**config.mk**
```make
export PLATFORM = sky130hd
export DESIGN_NAME = baud_tick_prescaler
export DESIGN_NICKNAME = d
export VERILOG_FILES = /design/src/rtl/baud_tick_pkg.sv /design/src/rtl/baud_tick_ctrl.sv /design/src/rtl/baud_tick_datapath.sv /design/src/rtl/baud_tick_prescaler.sv
export SDC_FILE = /design/constraint.sdc
export NUM_CORES = 1
export LEC_CHECK = 0
export BUFFER_PORTS_ARGS = -buffer_cell sky130_fd_sc_hd__buf_4
export CORE_ASPECT_RATIO = 1.25
export CORE_MARGIN = 1.5
export CORE_UTILIZATION = 50
export CTS_BUF_LIST = sky130_fd_sc_hd__clkbuf_8
export CTS_CLUSTER_SIZE = 20
export DETAILED_ROUTE_END_ITERATION = 8
export GPL_TIMING_DRIVEN = 0
export PLACE_DENSITY = 0.76
export SLEW_MARGIN = 5
export SYNTH_ARGS = -nofsm -noshare
export SYNTH_HDL_FRONTEND = slang
export SYNTH_SLANG_ARGS = --single-unit
export TNS_END_PERCENT = 100
```
**constraint.sdc**
```tcl
create_clock -name clk -period 10.8 [get_ports clk]
set_input_delay 2.16 -clock clk [delete_from_list [all_inputs] [get_ports clk]]
set_output_delay 2.16 -clock clk [all_outputs]
set_load 0.01 [all_outputs]
```
**src/rtl/baud_tick_pkg.sv**
```systemverilog
package baud_tick_pkg;
  localparam int DIV_INT_W  = 14;
  localparam int DIV_FRAC_W = 3;
  localparam int BB_W       = 8;

  typedef struct packed {
    logic [DIV_INT_W-1:0] periodInt;
    logic                 stretch;
  } periodStrobe_t;
endpackage

```
**src/rtl/baud_tick_ctrl.sv**
```systemverilog
module baud_tick_ctrl
  import baud_tick_pkg::*;
#(
  parameter int RESET_INT = 26
) (
  input  logic                  clk,
  input  logic                  rstN,
  input  logic                  divWr,
  input  logic [DIV_INT_W-1:0]  divInt,
  input  logic [DIV_FRAC_W-1:0] divFrac,
  input  logic                  tick,
  output periodStrobe_t         strobes
);
  localparam logic [DIV_FRAC_W-1:0] HALF_FRAC = DIV_FRAC_W'(1 << (DIV_FRAC_W - 1));

  logic [DIV_INT_W-1:0]  actInt, shInt, selInt;
  logic [DIV_FRAC_W-1:0] actFrac, shFrac, selFrac, acc, accBase;
  logic                  shValid;
  logic [DIV_FRAC_W:0]   accSum;

  always_comb begin
    if (shValid) begin
      accBase = '0;
      if (shInt == '0) begin
        selInt  = DIV_INT_W'(1);
        selFrac = '0;
      end else if (shInt == DIV_INT_W'(1)) begin
        selInt  = DIV_INT_W'(1);
        selFrac = HALF_FRAC;
      end else begin
        selInt  = shInt;
        selFrac = shFrac;
      end
    end else begin
      accBase = acc;
      selInt  = actInt;
      selFrac = actFrac;
    end
    accSum            = {1'b0, accBase} + {1'b0, selFrac};
    strobes.periodInt = selInt;
    strobes.stretch   = accSum[DIV_FRAC_W];
  end

  always_ff @(posedge clk or negedge rstN) begin
    if (!rstN) begin
      actInt  <= DIV_INT_W'(RESET_INT);
      actFrac <= '0;
      acc     <= '0;
      shInt   <= '0;
      shFrac  <= '0;
      shValid <= 1'b0;
    end else begin
      if (tick) begin
        actInt  <= selInt;
        actFrac <= selFrac;
        acc     <= accSum[DIV_FRAC_W-1:0];
        shValid <= 1'b0;
      end
      if (divWr) begin
        shInt   <= divInt;
        shFrac  <= divFrac;
        shValid <= 1'b1;
      end
    end
  end

  // a zero fraction never lengthens a period
  p_no_stretch_r4: assert property (@(posedge clk) disable iff (!rstN)
    (selFrac == '0) |-> !strobes.stretch);

  // the shadow is consumed at the first tick after the write
  p_pend_clear_r7: assert property (@(posedge clk) disable iff (!rstN)
    (tick && shValid && !divWr) |=> !shValid);

  // code 0 turns into a one-cycle period with no fraction
  p_code_zero_r5: assert property (@(posedge clk) disable iff (!rstN)
    (tick && shValid && shInt == '0 && !divWr) |=> (actInt == DIV_INT_W'(1) && actFrac == '0));

  // code 1 turns into a divisor of one and a half
  p_code_one_r6: assert property (@(posedge clk) disable iff (!rstN)
    (tick && shValid && shInt == DIV_INT_W'(1)) |=> (actInt == DIV_INT_W'(1) && actFrac == HALF_FRAC));
endmodule

```
**src/rtl/baud_tick_datapath.sv**
```systemverilog
module baud_tick_datapath
  import baud_tick_pkg::*;
(
  input  logic            clk,
  input  logic            rstN,
  input  periodStrobe_t   strobes,
  input  logic            bbEn,
  input  logic            bbWr,
  input  logic [BB_W-1:0] bbData,
  output logic            tick,
  output logic [BB_W-1:0] bbPort,
  output logic            bbBusy
);
  localparam int CNT_W = DIV_INT_W + 1;

  logic [CNT_W-1:0] cnt, reloadLen;
  logic [BB_W-1:0]  bbHold;
  logic             bbPending;

  assign tick      = (cnt == '0);
  assign reloadLen = {1'b0, strobes.periodInt} + CNT_W'(strobes.stretch) - CNT_W'(1);
  assign bbBusy    = bbPending;

  always_ff @(posedge clk or negedge rstN) begin
    if (!rstN) cnt <= '0;
    else if (tick) cnt <= reloadLen;
    else cnt <= cnt - CNT_W'(1);
  end

  always_ff @(posedge clk or negedge rstN) begin
    if (!rstN) begin
      bbPort    <= '0;
      bbHold    <= '0;
      bbPending <= 1'b0;
    end else begin
      if (tick && bbEn && bbPending) begin
        bbPort    <= bbHold;
        bbPending <= 1'b0;
      end
      if (bbWr) begin
        bbHold    <= bbData;
        bbPending <= 1'b1;
      end
    end
  end

  // the port moves only in the cycle after a tick
  p_port_hold_r8: assert property (@(posedge clk) disable iff (!rstN)
    !tick |=> $stable(bbPort));

  // a disabled port never changes
  p_port_off_r9: assert property (@(posedge clk) disable iff (!rstN)
    !bbEn |=> $stable(bbPort));

  // the counter stays within the 14-bit divisor range
  p_cnt_bound_r3: assert property (@(posedge clk) disable iff (!rstN)
    cnt < CNT_W'(1 << DIV_INT_W));
endmodule

```
**src/rtl/baud_tick_prescaler.sv**
```systemverilog
module baud_tick_prescaler
  import baud_tick_pkg::*;
#(
  parameter int RESET_INT = 26
) (
  input  logic                  clk,
  input  logic                  rstN,
  input  logic                  divWr,
  input  logic [DIV_INT_W-1:0]  divInt,
  input  logic [DIV_FRAC_W-1:0] divFrac,
  input  logic                  bbEn,
  input  logic                  bbWr,
  input  logic [BB_W-1:0]       bbData,
  output logic                  tick,
  output logic [BB_W-1:0]       bbPort,
  output logic                  bbBusy
);
  periodStrobe_t strobes;

  baud_tick_ctrl #(.RESET_INT(RESET_INT)) i_ctrl (
    .clk(clk), .rstN(rstN), .divWr(divWr), .divInt(divInt),
    .divFrac(divFrac), .tick(tick), .strobes(strobes)
  );

  baud_tick_datapath i_datapath (
    .clk(clk), .rstN(rstN), .strobes(strobes), .bbEn(bbEn), .bbWr(bbWr),
    .bbData(bbData), .tick(tick), .bbPort(bbPort), .bbBusy(bbBusy)
  );
endmodule

```
# Word level (Yosys, flattened, before mapping)
# Cells that the tools add are included.
[word_totals]
ff_bits = 70
rom_bits = 0
out_inout_bits = 10
mem_count = 0
latch_bits = 0
in_bits = 30
elab_cells = 33
mem_bits_rw = 0
[op_classes]
bitwise_logic = 0
eq_ne = 1
add_sub_neg = 4
multipliers = 0
n_mux = 12
magnitude_cmp = 0
n_reduce_logical = 6
div = 0
shift = 0
[ops]
columns = ["op", "count"]
rows = [
  ["14-bit two-way mux", 3],
  ["15-bit by 1-bit subtractor with 15-bit output (second input constant)", 2],
  ["14-bit by 1-bit adder with 15-bit output", 1],
  ["15-bit zero test", 1],
  ["15-bit two-way mux", 1],
  ["14-bit by 1-bit == test with 1-bit output (second input constant)", 1],
  ["14-bit zero test", 1],
  ["3-bit two-way mux", 4],
  ["3-bit by 3-bit adder with 4-bit output", 1],
  ["1-bit two-way mux", 4],
  ["2-bit nonzero test", 2],
  ["1-bit logical AND", 2],
]

# Logic depth before layout (Yosys ltp)
[depth]
depth_word = 8
mapped_depth = 15
ltp_nobuf = 13

# Hierarchy
# Synthesis repeated with hierarchy kept, for this count alone.
[unflattened]
cells_unflattened = 313
hier_area_um2 = 3590.9
[modules_own_cells]
columns = ["module", "cells_each", "area_each_um2", "instances", "seq_area_each_um2"]
rows = [
  ["baud_tick_ctrl", 166, 1830.5, 1, 954.7],
  ["baud_tick_datapath", 147, 1760.4, 1, 800.8],
]

# Worst setup path before layout
# OpenSTA, ideal clock, no wires.
[synth_timing]
kind = "register to output"
startpoint = "register i_datapath.cnt[0]"
endpoint = "output port tick"
t_required_ns = 8.640
arrival_time_ns = 1.459
n_path_buf = 1
slack_ns = 7.181
stages_incl_launch_ff = 7
cell_sequence = "dfrtp_1 -> inv_1 -> ha_1 -> nor2b_1 -> nand4_1 -> inv_1 -> clkbuf_1"
[synth_between]
elab_chain_cells = 1
[synth_rtl]
columns = ["item", "line", "rtl"]
rows = [
  ["from (decl)", "baud_tick_datapath.sv:16", "logic [CNT_W-1:0] cnt, reloadLen;"],
  ["from (signal assigned)", "baud_tick_datapath.sv:26", "else if (tick) cnt <= reloadLen;"],
  ["from (signal assigned)", "baud_tick_datapath.sv:27", "else cnt <= cnt - CNT_W'(1);"],
  ["15-bit zero test", "baud_tick_datapath.sv:20", "assign tick = (cnt == '0);"],
  ["to (decl)", "baud_tick_prescaler.sv:14", "output logic tick,"],
]
# Every way passes these cells.

# Worst setup path in the final report
# Ends and elaborated chain as after synthesis.

==> flow_summary.ini <==
[global_route]
grt_pass1_vias = 2663
antenna_found_initial = 0
overflow = 0
grt_start_max_net_pins = 71
grt_pass1_wl_microns = 12900
track_usage_pct = 21.8

[timing]
setup_viol = 0
fin_crit_ns = 4.59
fin_ws_ns = 6.21
hold_viol = 0
maxSlewViolCount = 0
fin_skew_ns = 0.00698
max_freq_mhz = 218
slew-limit-headroom_pct = 42.4
rsz0062_at_grt = no
fin_crit_sh_pct = 42.5
tns_ns = 0
worst_slew_pin_slew_ns = 0.863

[cts]
clkLatencyLatePin_ns = 0.35
cts_tree = built
h-tree-depth = 3
clk_path_buf_depth = 2
root_buffer = clkbuf_8
cts.reportedPaths.clkPinSlew_ns = 0.07
postCtsResizedCells = 0
cts_setup_buffers = 0
cts_num_sinks = 70
postCtsHoldBufs = 0
numCtsBuffers = 9

[routing]
vias = 2603
vias_per_cell = 5.65
drt_iter0_markers = 114
dr.pass1.iters = 5
wl_per_cell_microns = 16.4
drc_errors = 0
ant_nets = 0
totalWireLength_microns = 7550

[power]
leakagePower_nw = 1.92
ir_worst_vdd_uv = 114
power_density_mw_per_mm2 = 185

[placed_design]
port_buffers = 37
preCtsSetupSlack_ns = 6.51
dpl.cell_count = 446
hpwl_microns = 5510
place.gp.congestion = 0.887

[die]
core_area_sq_mm = 0.00693
die_h_microns = 97.7
die_w_microns = 78.7
die-area_sq_mm = 0.00769
rows = 34
initial_utilization_pct = 51.7
ios = 40

[critical_path]
critPathArrivalTime_ns = 2.43
crit_path_end = tick
start_kind = flop
crit_path_max_fanout = 10
r2r_cells = 15
critical_path_class = reg -> out
r2r_setup_slack_ns = 6.42
cp.required_ns = 8.64
r2r-start = i_ctrl.shValid
end_kind = primary output
r2r_end = i_datapath.cnt[12]
critPathLaunch = i_datapath.cnt[0]

[logic_synthesis]
syn_avg_cell_area_sq_um = 11.2
syn_inst = 319
ys_ff_latch = 70
synth-edff-count = 0
synthArstFlopShare_pct = 100
ys_warn_count = 0
yosysSeqAreaShare_pct = 49.0
mappedNetlistArea_sq_mm = 0.00358
ys.flop_type = dfrtp_1
syn_nets = 357
ys_types = 39

[run_status]
status = finished clean

[hold_path]
worstHoldPathType = reg -> reg
whs_path_depth = 2

[final_layout]
fill_cells = 560
syn_to_final_growth_pct = 16.1
final_layout_size_suffix_gt1_share_pct = 28.8
final_cells = 461
antenna_cells = 0
finish.utilization_pct = 60.0
final_common_cell = dfrtp_1
nNetsFinal = 405
mostFrequentLayoutCells = 67 x dfrtp_1, 44 x mux2_2, 37 x buf_4, 27 x nand2_1

[run]
max-cap-violations = 0
[worst min-delay path by stage]
stage | from | endpoint
after floorplan | i_ctrl.acc[0] | i_ctrl.acc[0]
after global placement | i_ctrl.acc[0] | i_ctrl.acc[0]
after detailed placement | i_ctrl.acc[0] | i_ctrl.acc[0]
after CTS | i_ctrl.acc[0] | i_ctrl.acc[0]
after global routing | i_ctrl.acc[0] | i_ctrl.acc[0]
final | i_ctrl.acc[0] | i_ctrl.acc[0]
[synth_stat cells (all sizes together) (2+ instances only)]
master   n  area [sq um]
dfstp    3          78.8
ha       7          87.6
mux2    44           495
dfrtp   67          1680
nand4b   2          23.8
nor2b    5          31.3
buf      4          16.3
nor2    14          52.6
nor3b    7          52.6
nor4b    2          17.5
xnor2    9          78.8
a21oi   13          65.1
nand2   27           101
nand4    2          12.5
inv      6          22.5
xor2    12           105
nor4    11           105
a21o     4          30.0
nand3    8          52.6
o221ai   5          43.8
a22oi    2          15.0
o21ai   16          80.1
clkbuf  10          37.5
mux2i   14           140
nor3    16          80.1
[sequential cells by signal (all words and copies together), names as in the netlist]
register / count
i_datapath.cnt: 15
i_ctrl.actInt: 14
i_ctrl.shInt: 14
i_datapath.bbHold: 8
i_datapath.bbPort: 8
i_ctrl.acc: 3
i_ctrl.actFrac: 3
i_ctrl.shFrac: 3
i_ctrl.shValid: 1
i_datapath.bbBusy: 1
[where the power goes]
part           leakage, nW  switching [mW]  internal, mW
logic                0.967          0.0792        0.0876
clock network       0.0911          0.0995         0.105
registers            0.861          0.0694         0.332
[cell families (layout without fill, tap and decap cells)]
family | after synthesis | count (layout) | share of synthesized area [%]
adder cells (fa/ha/maj) | 8 | 8 | 3.00
multiplexers | 58 | 58 | 17.7
AND/OR/NAND/NOR | 97 | 97 | 15.3
flip-flops | 70 | 70 | 49.0
AO/OA/AOI/OAI | 45 | 45 | 7.72
XOR/XNOR | 21 | 21 | 5.13
buffers and inverters | 20 | 72 | 2.13
[layer usage]
metal  GRT usage [%]  vias up  wire length [microns]
met5               0        -                      0
met4            8.38        0                    217
met3            5.45       28                    415
met2            36.9       91                   3860
met1            26.2     1242                   3060
li1                -     1242                      -
[critical path, cell delays in order (launching register included)]
cell,delay [ns]
dfrtp_1,0.43
inv_1,0.08
ha_1,0.24
nor2b_1,0.35
nand4_1,0.18
inv_1,0.12
clkbuf_1,0.45
buf_4,0.22
[layout make-up]
| cell class | count | area (sq um) | share of cell area, % |
|---|---|---|---|
| Sequential cell | 70 | 1760 | 42.2 |
| Clock inverter | 6 | 63.8 | 1.53 |
| Multi-Input combinational cell | 229 | 1750 | 42.1 |
| Tap cell | 90 | 113 | 2.71 |
| Buffer | 14 | 53.8 | 1.29 |
| Inverter | 6 | 22.5 | 0.541 |
| Timing Repair Buffer | 37 | 278 | 6.67 |
| Clock buffer | 9 | 124 | 2.98 |
[metrics by stage]
step                      hold slack [ns]  power (mW)  cell area [sq um]
after global placement              0.443       0.562               3970
after floorplan                     0.431       0.511               3580
final                               0.463       0.772               4160
after global routing                0.512       0.822               4160
after CTS                           0.465       0.778               4160
after detailed placement            0.449       0.572               3970
Power figures use the tool's default switching activity.
